[config.mk]
export PLATFORM = sky130hd
export DESIGN_NAME = line_mode_latch
export DESIGN_NICKNAME = d
export VERILOG_FILES = /design/src/rtl/lmd_pkg.sv /design/src/rtl/lmd_strobe_qual.sv /design/src/rtl/lmd_mode_reg.sv /design/src/rtl/lmd_decode_reg.sv /design/src/rtl/line_mode_latch.sv
export SDC_FILE = /design/constraint.sdc
export NUM_CORES = 1
export LEC_CHECK = 0
export CAP_MARGIN = 30
export CORE_AREA = 2 2 39 41
export CTS_CLUSTER_DIAMETER = 40
export DETAILED_ROUTE_END_ITERATION = 8
export DIE_AREA = 0 0 41 43
export PLACE_DENSITY_LB_ADDON = 0.2
export SYNTH_ARGS = -nofsm -noshare
export SYNTH_HDL_FRONTEND = slang
export SYNTH_SLANG_ARGS = --single-unit
[constraint.sdc]
create_clock -name clk -period 1.2 [get_ports clk]
set_input_delay 0.24 -clock clk [delete_from_list [all_inputs] [get_ports clk]]
set_output_delay 0.24 -clock clk [all_outputs]
set_load 0.005 [all_outputs]
[src/rtl/lmd_pkg.sv]
package lmd_pkg;

  localparam int CODE_W = 3;

  typedef enum logic [1:0] {
    LVL_LOW  = 2'b00,
    LVL_MID  = 2'b01,
    LVL_HIGH = 2'b10,
    LVL_BAD  = 2'b11
  } load_lvl_e;

  typedef enum logic [CODE_W-1:0] {
    M_STANDBY  = 3'b000,
    M_TIP_OPEN = 3'b001,
    M_OHT_FLV  = 3'b010,
    M_DISCONN  = 3'b011,
    M_RESERVED = 3'b100,
    M_ACT_HIGH = 3'b101,
    M_ACT_LOW  = 3'b110,
    M_RINGING  = 3'b111
  } mode_e;

  typedef struct packed {
    logic bat_high;
    logic tip_amp;
    logic tip_hiz;
    logic ring_amp;
    logic ring_hiz;
    logic clamp;
    logic flv;
    logic ringing;
    logic rsvd;
  } line_ctl_t;

  function automatic line_ctl_t decode_mode(input logic [CODE_W-1:0] code);
    line_ctl_t c;
    c = '0;
    unique case (code)
      M_STANDBY: begin
        c.bat_high = 1'b1;
        c.clamp    = 1'b1;
      end
      M_TIP_OPEN: begin
        c.bat_high = 1'b1;
        c.tip_hiz  = 1'b1;
        c.clamp    = 1'b1;
      end
      M_OHT_FLV: begin
        c.bat_high = 1'b1;
        c.tip_amp  = 1'b1;
        c.ring_amp = 1'b1;
        c.flv      = 1'b1;
      end
      M_DISCONN: begin
        c.tip_hiz  = 1'b1;
        c.ring_hiz = 1'b1;
      end
      M_RESERVED: begin
        c.tip_hiz  = 1'b1;
        c.ring_hiz = 1'b1;
        c.rsvd     = 1'b1;
      end
      M_ACT_HIGH: begin
        c.bat_high = 1'b1;
        c.tip_amp  = 1'b1;
        c.ring_amp = 1'b1;
      end
      M_ACT_LOW: begin
        c.tip_amp  = 1'b1;
        c.ring_amp = 1'b1;
      end
      default: begin
        c.bat_high = 1'b1;
        c.tip_amp  = 1'b1;
        c.ring_amp = 1'b1;
        c.ringing  = 1'b1;
      end
    endcase
    return c;
  endfunction

endpackage

[src/rtl/lmd_strobe_qual.sv]
module lmd_strobe_qual
  import lmd_pkg::*;
#(
  parameter int BUS_W = CODE_W
) (
  input  logic [1:0]       lvl,
  input  logic [BUS_W-1:0] bus,
  output logic             load_en,
  output logic             viol
);
  always_comb begin
    load_en = 1'b0;
    viol    = 1'b0;
    unique case (load_lvl_e'(lvl))
      LVL_HIGH: load_en = 1'b1;
      LVL_MID:  ;
      LVL_LOW:  viol = |bus;
      default:  viol = 1'b1;
    endcase
  end
endmodule

[src/rtl/lmd_mode_reg.sv]
module lmd_mode_reg
  import lmd_pkg::*;
#(
  parameter int                BUS_W     = CODE_W,
  parameter logic [BUS_W-1:0]  RST_CODE  = '0
) (
  input  logic             clk,
  input  logic             rst_n,
  input  logic [1:0]       lvl,
  input  logic             load_en,
  input  logic             viol,
  input  logic [BUS_W-1:0] bus,
  output logic [BUS_W-1:0] code_q,
  output logic             err_q
);
  always_ff @(posedge clk or negedge rst_n) begin
    if (!rst_n) begin
      code_q <= RST_CODE;
      err_q  <= 1'b0;
    end else begin
      if (load_en) code_q <= bus;
      err_q <= viol;
    end
  end

  a_r1_load_high: assert property (@(posedge clk) disable iff (!rst_n)
    (lvl == LVL_HIGH) |=> (code_q == $past(bus)));
  a_r2_hold_mid: assert property (@(posedge clk) disable iff (!rst_n)
    (lvl == LVL_MID) |=> ($stable(code_q) && !err_q));
  a_r3_low_nonzero: assert property (@(posedge clk) disable iff (!rst_n)
    (lvl == LVL_LOW && bus != '0) |=> (err_q && $stable(code_q)));
  a_r3_low_zero: assert property (@(posedge clk) disable iff (!rst_n)
    (lvl == LVL_LOW && bus == '0) |=> (!err_q && $stable(code_q)));
  a_r4_bad_level: assert property (@(posedge clk) disable iff (!rst_n)
    (lvl == LVL_BAD) |=> (err_q && $stable(code_q)));
endmodule

[src/rtl/lmd_decode_reg.sv]
module lmd_decode_reg
  import lmd_pkg::*;
(
  input  logic              clk,
  input  logic              rst_n,
  input  logic [CODE_W-1:0] code,
  output line_ctl_t         ctl_q
);
  localparam line_ctl_t RST_CTL = decode_mode(M_STANDBY);

  always_ff @(posedge clk or negedge rst_n) begin
    if (!rst_n) ctl_q <= RST_CTL;
    else        ctl_q <= decode_mode(code);
  end

  a_r13_clamp_amps_off: assert property (@(posedge clk) disable iff (!rst_n)
    ctl_q.clamp |-> (!ctl_q.tip_amp && !ctl_q.ring_amp));
  a_r13_clamp_codes: assert property (@(posedge clk) disable iff (!rst_n)
    1'b1 |=> (ctl_q.clamp == ($past(code) == M_STANDBY || $past(code) == M_TIP_OPEN)));
  a_r11_rsvd_safe: assert property (@(posedge clk) disable iff (!rst_n)
    ctl_q.rsvd |-> (!ctl_q.tip_amp && !ctl_q.ring_amp && ctl_q.tip_hiz
                    && ctl_q.ring_hiz && !ctl_q.bat_high));
  a_r6_hiz_amp_off: assert property (@(posedge clk) disable iff (!rst_n)
    (ctl_q.tip_hiz || ctl_q.ring_hiz) |-> (!ctl_q.tip_amp && !ctl_q.ring_amp));
  a_r12_ringing_high_bat: assert property (@(posedge clk) disable iff (!rst_n)
    ctl_q.ringing |-> (ctl_q.bat_high && ctl_q.tip_amp && ctl_q.ring_amp));
endmodule

[src/rtl/line_mode_latch.sv]
module line_mode_latch
  import lmd_pkg::*;
(
  input  logic       clk,
  input  logic       rst_n,
  input  logic [1:0] load_lvl,
  input  logic [2:0] ctrl_bus,
  output logic [2:0] mode_code,
  output logic       bus_err,
  output logic       bat_high_sel,
  output logic       tip_amp_en,
  output logic       tip_hiz,
  output logic       ring_amp_en,
  output logic       ring_hiz,
  output logic       ring_clamp_en,
  output logic       flv_en,
  output logic       ring_en,
  output logic       rsvd_code
);
  logic      load_en;
  logic      viol;
  line_ctl_t ctl;

  lmd_strobe_qual #(.BUS_W(CODE_W)) u_qual (
    .lvl     (load_lvl),
    .bus     (ctrl_bus),
    .load_en (load_en),
    .viol    (viol)
  );

  lmd_mode_reg #(.BUS_W(CODE_W), .RST_CODE(M_STANDBY)) u_reg (
    .clk     (clk),
    .rst_n   (rst_n),
    .lvl     (load_lvl),
    .load_en (load_en),
    .viol    (viol),
    .bus     (ctrl_bus),
    .code_q  (mode_code),
    .err_q   (bus_err)
  );

  lmd_decode_reg u_dec (
    .clk   (clk),
    .rst_n (rst_n),
    .code  (mode_code),
    .ctl_q (ctl)
  );

  assign bat_high_sel  = ctl.bat_high;
  assign tip_amp_en    = ctl.tip_amp;
  assign tip_hiz       = ctl.tip_hiz;
  assign ring_amp_en   = ctl.ring_amp;
  assign ring_hiz      = ctl.ring_hiz;
  assign ring_clamp_en = ctl.clamp;
  assign flv_en        = ctl.flv;
  assign ring_en       = ctl.ringing;
  assign rsvd_code     = ctl.rsvd;

  a_r14_low_bat_codes: assert property (@(posedge clk) disable iff (!rst_n)
    1'b1 |=> (bat_high_sel != ($past(mode_code) == M_DISCONN
                               || $past(mode_code) == M_RESERVED
                               || $past(mode_code) == M_ACT_LOW)));
endmodule

==> results of run 1 <==
power by group through the flow:
stage	sequential, mW	clock (mW)	combinational, mW
6_report	0.491	0.307	0.257
5_1_grt	0.498	0.347	0.285
4_1_cts	0.491	0.326	0.256
3_5_place_dp	0.503	0	0.287
3_3_place_gp	0.501	0	0.284
2_1_floorplan	0.522	0	0.0643
final cells by class:
| class | instances | area (um^2) |
|---|---|---|
| Clock buffer | 4 | 36.28 |
| Fill cell | 137 | 640.6 |
| Inverter | 4 | 15.01 |
| Multi-Input combinational cell | 19 | 137.6 |
| Sequential cell | 12 | 302.8 |
| Tap cell | 16 | 20.02 |
| Timing Repair Buffer | 27 | 231.5 |
registers in the layout (all words and copies together), names as in the netlist:
name / flops
u_reg.code_q: 3
u_dec.ctl_q: 8
u_reg.err_q: 1
worst paths after layout:
check	startpoint	end	slack, ns	cells after the start
hold / removal	rst_n	u_dec.ctl_q[4]	0.27	2
hold reg to reg	u_reg.code_q[2]	u_dec.ctl_q[3]	0.54	2
min in group clk	u_reg.code_q[2]	u_dec.ctl_q[3]	0.54	2
setup / recovery	u_reg.code_q[1]	u_reg.code_q[1]	0.04	4
max in group asynchronous	rst_n	u_dec.ctl_q[3]	0.70	2
setup reg to reg	u_reg.code_q[1]	u_reg.code_q[1]	0.04	4
timing repair:
action                                  4_1_cts  5_1_grt
resized for setup                            22        3
endpoints found under the hold margin         0        0
gates cloned                                  0        0
endpoints found under the setup margin       13        4
pin swaps                                     0        1
setup buffers                                 1        1
cells in the final DEF (no fill, tap or decap), types with 3 or more instances in the layout:
master            n
inv_1             3
dlygate4sd2_1    10
clkbuf_4          3
buf_4             7
clkdlybuf4s50_1   6
dfrtp_1          10
nand2_1           4
critical path: stages, from the launching register on:
cell and delay, ns:
dfrtp_1 0.40, buf_6 0.13, buf_4 0.12, buf_4 0.12, mux2_1 0.27
per-layer routing:
| metal | routed length, um | part of all wire | track usage | vias up |
|---|---|---|---|---|
| met5 | 0 | 0 | 0 | - |
| met4 | 0 | 0 | 0.1000 | 0 |
| met3 | 63 | 0.083 | 0.03141 | 0 |
| met2 | 408 | 0.53 | 0.1750 | 17 |
| met1 | 291 | 0.38 | 0.1115 | 160 |
| li1 | - | - | - | 176 |
cells by family after synthesis:
family                   Yosys count  synth area share
multiplexers                       3           0.07123
adder cells (fa/ha/maj)            2           0.05479
buffers and inverters              5           0.04931
AND/OR/NAND/NOR                   11            0.1233
flip-flops                        12            0.6630
AO/OA/AOI/OAI                      3           0.03834
==> impl_results.md, run 1 <==
* Result of the run: finished, final reports clean
* Routability-driven placement congestion ratio at 0.6547
* Clock power frac at 0.291
* Static leakage at just under 0.4 nW
* Final routed DRC violation total at 0
* Finish-stage setup viols at 0
* Full die area at 1763 um^2
* Max Root-Sink Buffers at 2
* Total number of H-tree levels at 1
* Sequential cell fraction of total power at 0.466
* Wire length of the first global-routing pass at 1.242 mm
* RSZ-0062 raised after global routing: no
* Synth top area share at 0.5479
* Worst slew slack as a fraction of its limit at 0.8752
* CP Capture Type: register
* Std cell rows at 14
* Cell Int Power at between 0.8 and 0.9 mW
* Largest fanout on the critical path at 5
* Wire length per cell after detailed routing at slightly above 9 um
* Placed instance area at between 700 and 800 um^2
* Final Instance Area at between 700 and 800 um^2
* Clock-pin slew on the worst setup and hold paths at around 0.070 ns
* CTS Hold Buffers Added at 0
* Remaining antenna violation count after routing at 0
* Reported net switching power at around 0.24 mW
* DRT iter0 DRCs at 4
* Synth area leader: dfrtp_1
* Vias in the first global route at between 300 and 400
* Growth of design area from synthesis to finish at 62.74%
* Pin count of the biggest net entering global routing at 13
* Count of pins on the block boundary at 20
* Final cycle utilization of the critical path at 0.9637
* Setup Crit Path Kind: reg2reg
* Post-synthesis cell type count at 17
* Sequential element share of the synthesized area at 0.6630
* Synth warn at 0
* Post-layout total power at 1.054 mW
* Worst slew pin tran at roughly 0.19 ns
* Cell count after synthesis at 36
* Main area contributors after synthesis: dfrtp_1, dfstp_2, ha_1, mux2_1, inv_1
* Clock Skew at ~0.0019 ns
* Clock tree sinks at 12
* Port-buffer cells at 19
* Class of the most critical hold timing path: in2async
* Average cell area after synthesis at roughly 13 um^2
* Post-synthesis instance area at about 460 um^2
* Drt pass-1 iters at 2
* Initial Util at 0.3300
* Post-route setup slack at approximately 0.044 ns
* Final Max Tran Viols at 0
* Final-layout worst hold slack at between 0.2 and 0.3 ns
* Setup TNS at 0 ns
* Proportion of synthesized flip-flops having asynchronous set or reset at 1.000
* Number of inserted diodes at 0
* TritonCTS clock tree: yes
* Worst skew pair latency at 0.26 ns
* Core Area at 1384 um^2
* Count of non-filler cells in the finished layout at 82
* Share of post-route cells with drive strength above 1 at 0.2879
* Routed wire length at approximately 760 um
* Dominant cell by count in the synthesized netlist: dfrtp_1
* Leading cell types by count after synthesis: dfrtp_1, inv_1, nand2_1
* Comb power frac at 0.243
* Chip height at between 40 and 50 um
* Total Routing Usage GR at 0.1121
* Maximum frequency from static timing analysis at 864.7 MHz
* Data required time at the worst endpoint at 1.35 ns
* Synth Register Bits at 12
* Max-capacitance violation count at 0
* Root buffer cell: clkbuf_4
* Vias per std cell at between 4 and 5
* # nets final at between 70 and 80
* Startpoint types: register
* Worst Setup Slack post-DPL at -0.2072 ns
* Power per unit of standard cell area at about 1400 nW/um^2
* Post-synth EDFFs at 0
* Vias post-DR at approximately 350
* Antenna violations before repair at 0
* Endpoint arrival time on the critical path at around 1.3 ns
* Cells after DPL at between 70 and 80
* Share of the core filled with cells in the final layout at 0.5371
* Die width at around 41 um
* Sw Share at 0.2311
* Most used flip-flop cell after synthesis: dfrtp_1
* Mapped Nets at 45
* Dpl hpwl at approximately 590 um
* Number of hold-slack violations in the final timing report at 0
* Aggregate global routing overflow at 0
* Number of CTS-inserted buffers at 3
* Shortest period the worst path allows at 1.156 ns
* Largest voltage drop on the vdd net at 692.2 uV
No activity file was read; power rests on OpenSTA's default activity.
==> run 2: changes to the inputs <==
--- a/config.mk
+++ b/config.mk
@@ -7,8 +7,8 @@
 export LEC_CHECK = 0
 export CAP_MARGIN = 30
-export CORE_AREA = 2 2 39 41
+export CORE_UTILIZATION = 35
 export CTS_CLUSTER_DIAMETER = 40
 export DETAILED_ROUTE_END_ITERATION = 8
-export DIE_AREA = 0 0 41 43
+export GPL_ROUTABILITY_DRIVEN = 0
 export PLACE_DENSITY_LB_ADDON = 0.2
 export SYNTH_ARGS = -nofsm -noshare
==> constraint.sdc (replaced) <==
create_clock -name clk -period 1.2 [get_ports clk]
set_input_delay 0.36 -clock clk [delete_from_list [all_inputs] [get_ports clk]]
set_output_delay 0.36 -clock clk [all_outputs]
set_load 0.005 [all_outputs]
==> run 2 against run 1 <==
  * The flow now finishes with violations (setup timing)
  * Clock-buffer cell count fell by 1
  * Power fell by 10%
  * Via count fell by 4.0%
  * Register-to-register slack improved by 0.07 ns
  * Critical path depth fell by 3
  * Maximum frequency fell by 6.0%
  * Final cell count fell by 6.1%
  * Largest power group unchanged
==> impl_results.md, run 2 (synthesized netlist as in run 1, its figures left out) <==
* Result of the run: finished, violations left
* Violated checks: setup timing
* Register with the most flip-flops: u_dec.ctl_q
* Setup TNS at -0.05471 ns
* Startpoint types: register
* Final cycle utilization of the critical path at 1.025
* RSZ-0062 raised after global routing: yes
* Share of post-route cells with drive strength above 1 at 0.4286
* Kind of cell with the highest combined delay on the critical path: flip-flops
* Maximum frequency from static timing analysis at 813.1 MHz
* CP Capture Type: primary output
* Placed instance area at between 700 and 800 um^2
* Comb power frac at 0.237
* Max-capacitance violation count at 0
* Worst Setup Slack post-DPL at -0.3402 ns
* Core Area at around 1200 um^2
* Count of pins on the block boundary at 20
* Growth of design area from synthesis to finish at 48.77%
* Drt pass-1 iters at 4
* Registers with the most flip-flops: u_dec.ctl_q x8, u_reg.code_q x3, u_reg.err_q x1
* Reported net switching power at between 0.2 and 0.25 mW
* Post-layout total power at about 0.95 mW
* Full die area at 1453 um^2
* Worst skew pair latency at between 0.2 and 0.3 ns
* Clock-pin slew on the worst setup and hold paths at roughly 0.070 ns
* Share of the core filled with cells in the final layout at 0.5877
* Count of non-filler cells in the finished layout at between 70 and 80
* Clock power frac at 0.242
* Final routed DRC violation total at 0
* Number of inserted diodes at 0
* Port-buffer cells at 19
* Buf/Inv on CP at 1
* Setup Crit Path Kind: reg2out
* Vias in the first global route at 340
* Dpl hpwl at about 570 um
* Final-layout worst hold slack at 0.3929 ns
* Total number of H-tree levels at 1
* Root buffer cell: clkbuf_4
* Largest fanout on the critical path at 1
* Clock tree sinks at 12
* Shortest period the worst path allows at between 1 and 1.5 ns
* Routed wire length at 744 um
* Endpoint arrival time on the critical path at about 0.87 ns
* Initial Util at 0.3950
* Die width at 38.12 um
* Final Max Tran Viols at 0
* DRT iter0 DRCs at 3
* Wire length of the first global-routing pass at 1.359 mm
* Aggregate global routing overflow at 0
* Crit path max-delay cell type: dfstp_2
* Final Instance Area at about 680 um^2
* Post-route setup slack at -0.02992 ns
* # nets final at 74
* Total Routing Usage GR at 0.1370
* Max Root-Sink Buffers at 2
* Delay of the slowest cell on the worst path at 0.51 ns
* Worst slew pin tran at 0.1832 ns
* Cell Int Power at around 0.71 mW
* Cells after DPL at 74
* Most frequent cells in the layout: dfrtp_1, clkbuf_2, buf_4
* Sw Share at 0.2451
* Pin count of the biggest net entering global routing at 13
* Worst slew slack as a fraction of its limit at 0.8769
* TritonCTS clock tree: yes
* Clock Skew at about 0.0019 ns
* Most common library cell in the layout ignoring fill and taps: dfrtp_1
* Number of CTS-inserted buffers at 3
* Finish-stage setup viols at 2
* Data required time at the worst endpoint at about 0.84 ns
* Largest voltage drop on the vdd net at around 760 uV
* Flip-flop count of the largest register, all copies and words added at 8
* Power per unit of standard cell area at roughly 1400 nW/um^2
* Vias per std cell at between 4 and 5
* Sequential cell fraction of total power at 0.521
* Class of the most critical hold timing path: in2async
* Chip height at 38.12 um
* Antenna violations before repair at 0
* Vias post-DR at ~340
* Cells along the critical path: buf_2
* Wire length per cell after detailed routing at a little under 10 um
* Static leakage at 0.3622 nW
* Remaining antenna violation count after routing at 0
* Number of hold-slack violations in the final timing report at 0
* Std cell rows at 12
-- run 2: cell types whose count changed in the layout (fill, tap and decap cells not counted), moves of 2 or more --
cell,delta
buf_2,+2
clkbuf_2,+8
clkdlybuf4s50_1,-2
dlygate4sd2_1,-8
-- run 2: per-layer routing --
layer | GRT usage | vias to the layer above | wire [um]
li1 | - | 171 | -
met1 | 0.1749 | 151 | 302
met2 | 0.2203 | 17 | 380
met3 | 0.03488 | 0 | 61
met4 | 0.05357 | 0 | 0
met5 | 0 | - | 0
-- run 2: path summary, 6_finish.rpt --
check,from,cells past startpoint,endpoint,slack (ns)
worst max register to register,u_reg.code_q[1],3,u_dec.ctl_q[6],0.11
worst min-delay path,rst_n,2,u_reg.code_q[1],0.39
max in group asynchronous,rst_n,2,u_dec.ctl_q[3],0.58
min in group clk,u_reg.code_q[1],2,u_dec.ctl_q[3],0.52
worst max-delay path,u_dec.ctl_q[8],1,bat_high_sel,-0.03
worst min register to register,u_reg.code_q[1],2,u_dec.ctl_q[3],0.52
-- run 2: power groups by stage --
| stage | clock (mW) | sequential (mW) | combinational (mW) |
|---|---|---|---|
| final | 0.229 | 0.493 | 0.224 |
| after floorplan | 0 | 0.522 | 0.0643 |
| after global placement | 0 | 0.499 | 0.277 |
| after detailed placement | 0 | 0.500 | 0.281 |
| after global routing | 0.274 | 0.498 | 0.257 |
| after CTS | 0.237 | 0.491 | 0.240 |
-- run 2: layout make-up --
cell class | instances | area [um^2]
multi-input cells | 19 | 147.6
well taps | 14 | 17.52
fillers | 114 | 476.7
repair buffers | 25 | 173.9
inverters | 4 | 15.01
flip-flops and latches | 12 | 302.8
clock buffers | 3 | 22.52
-- run 2: repair_timing --
action,4_1_cts,5_1_grt
hold buffers,0,0
buffers inserted,0,0
gates resized for setup,40,11
pin swaps,1,0
setup endpoints to repair,15,10
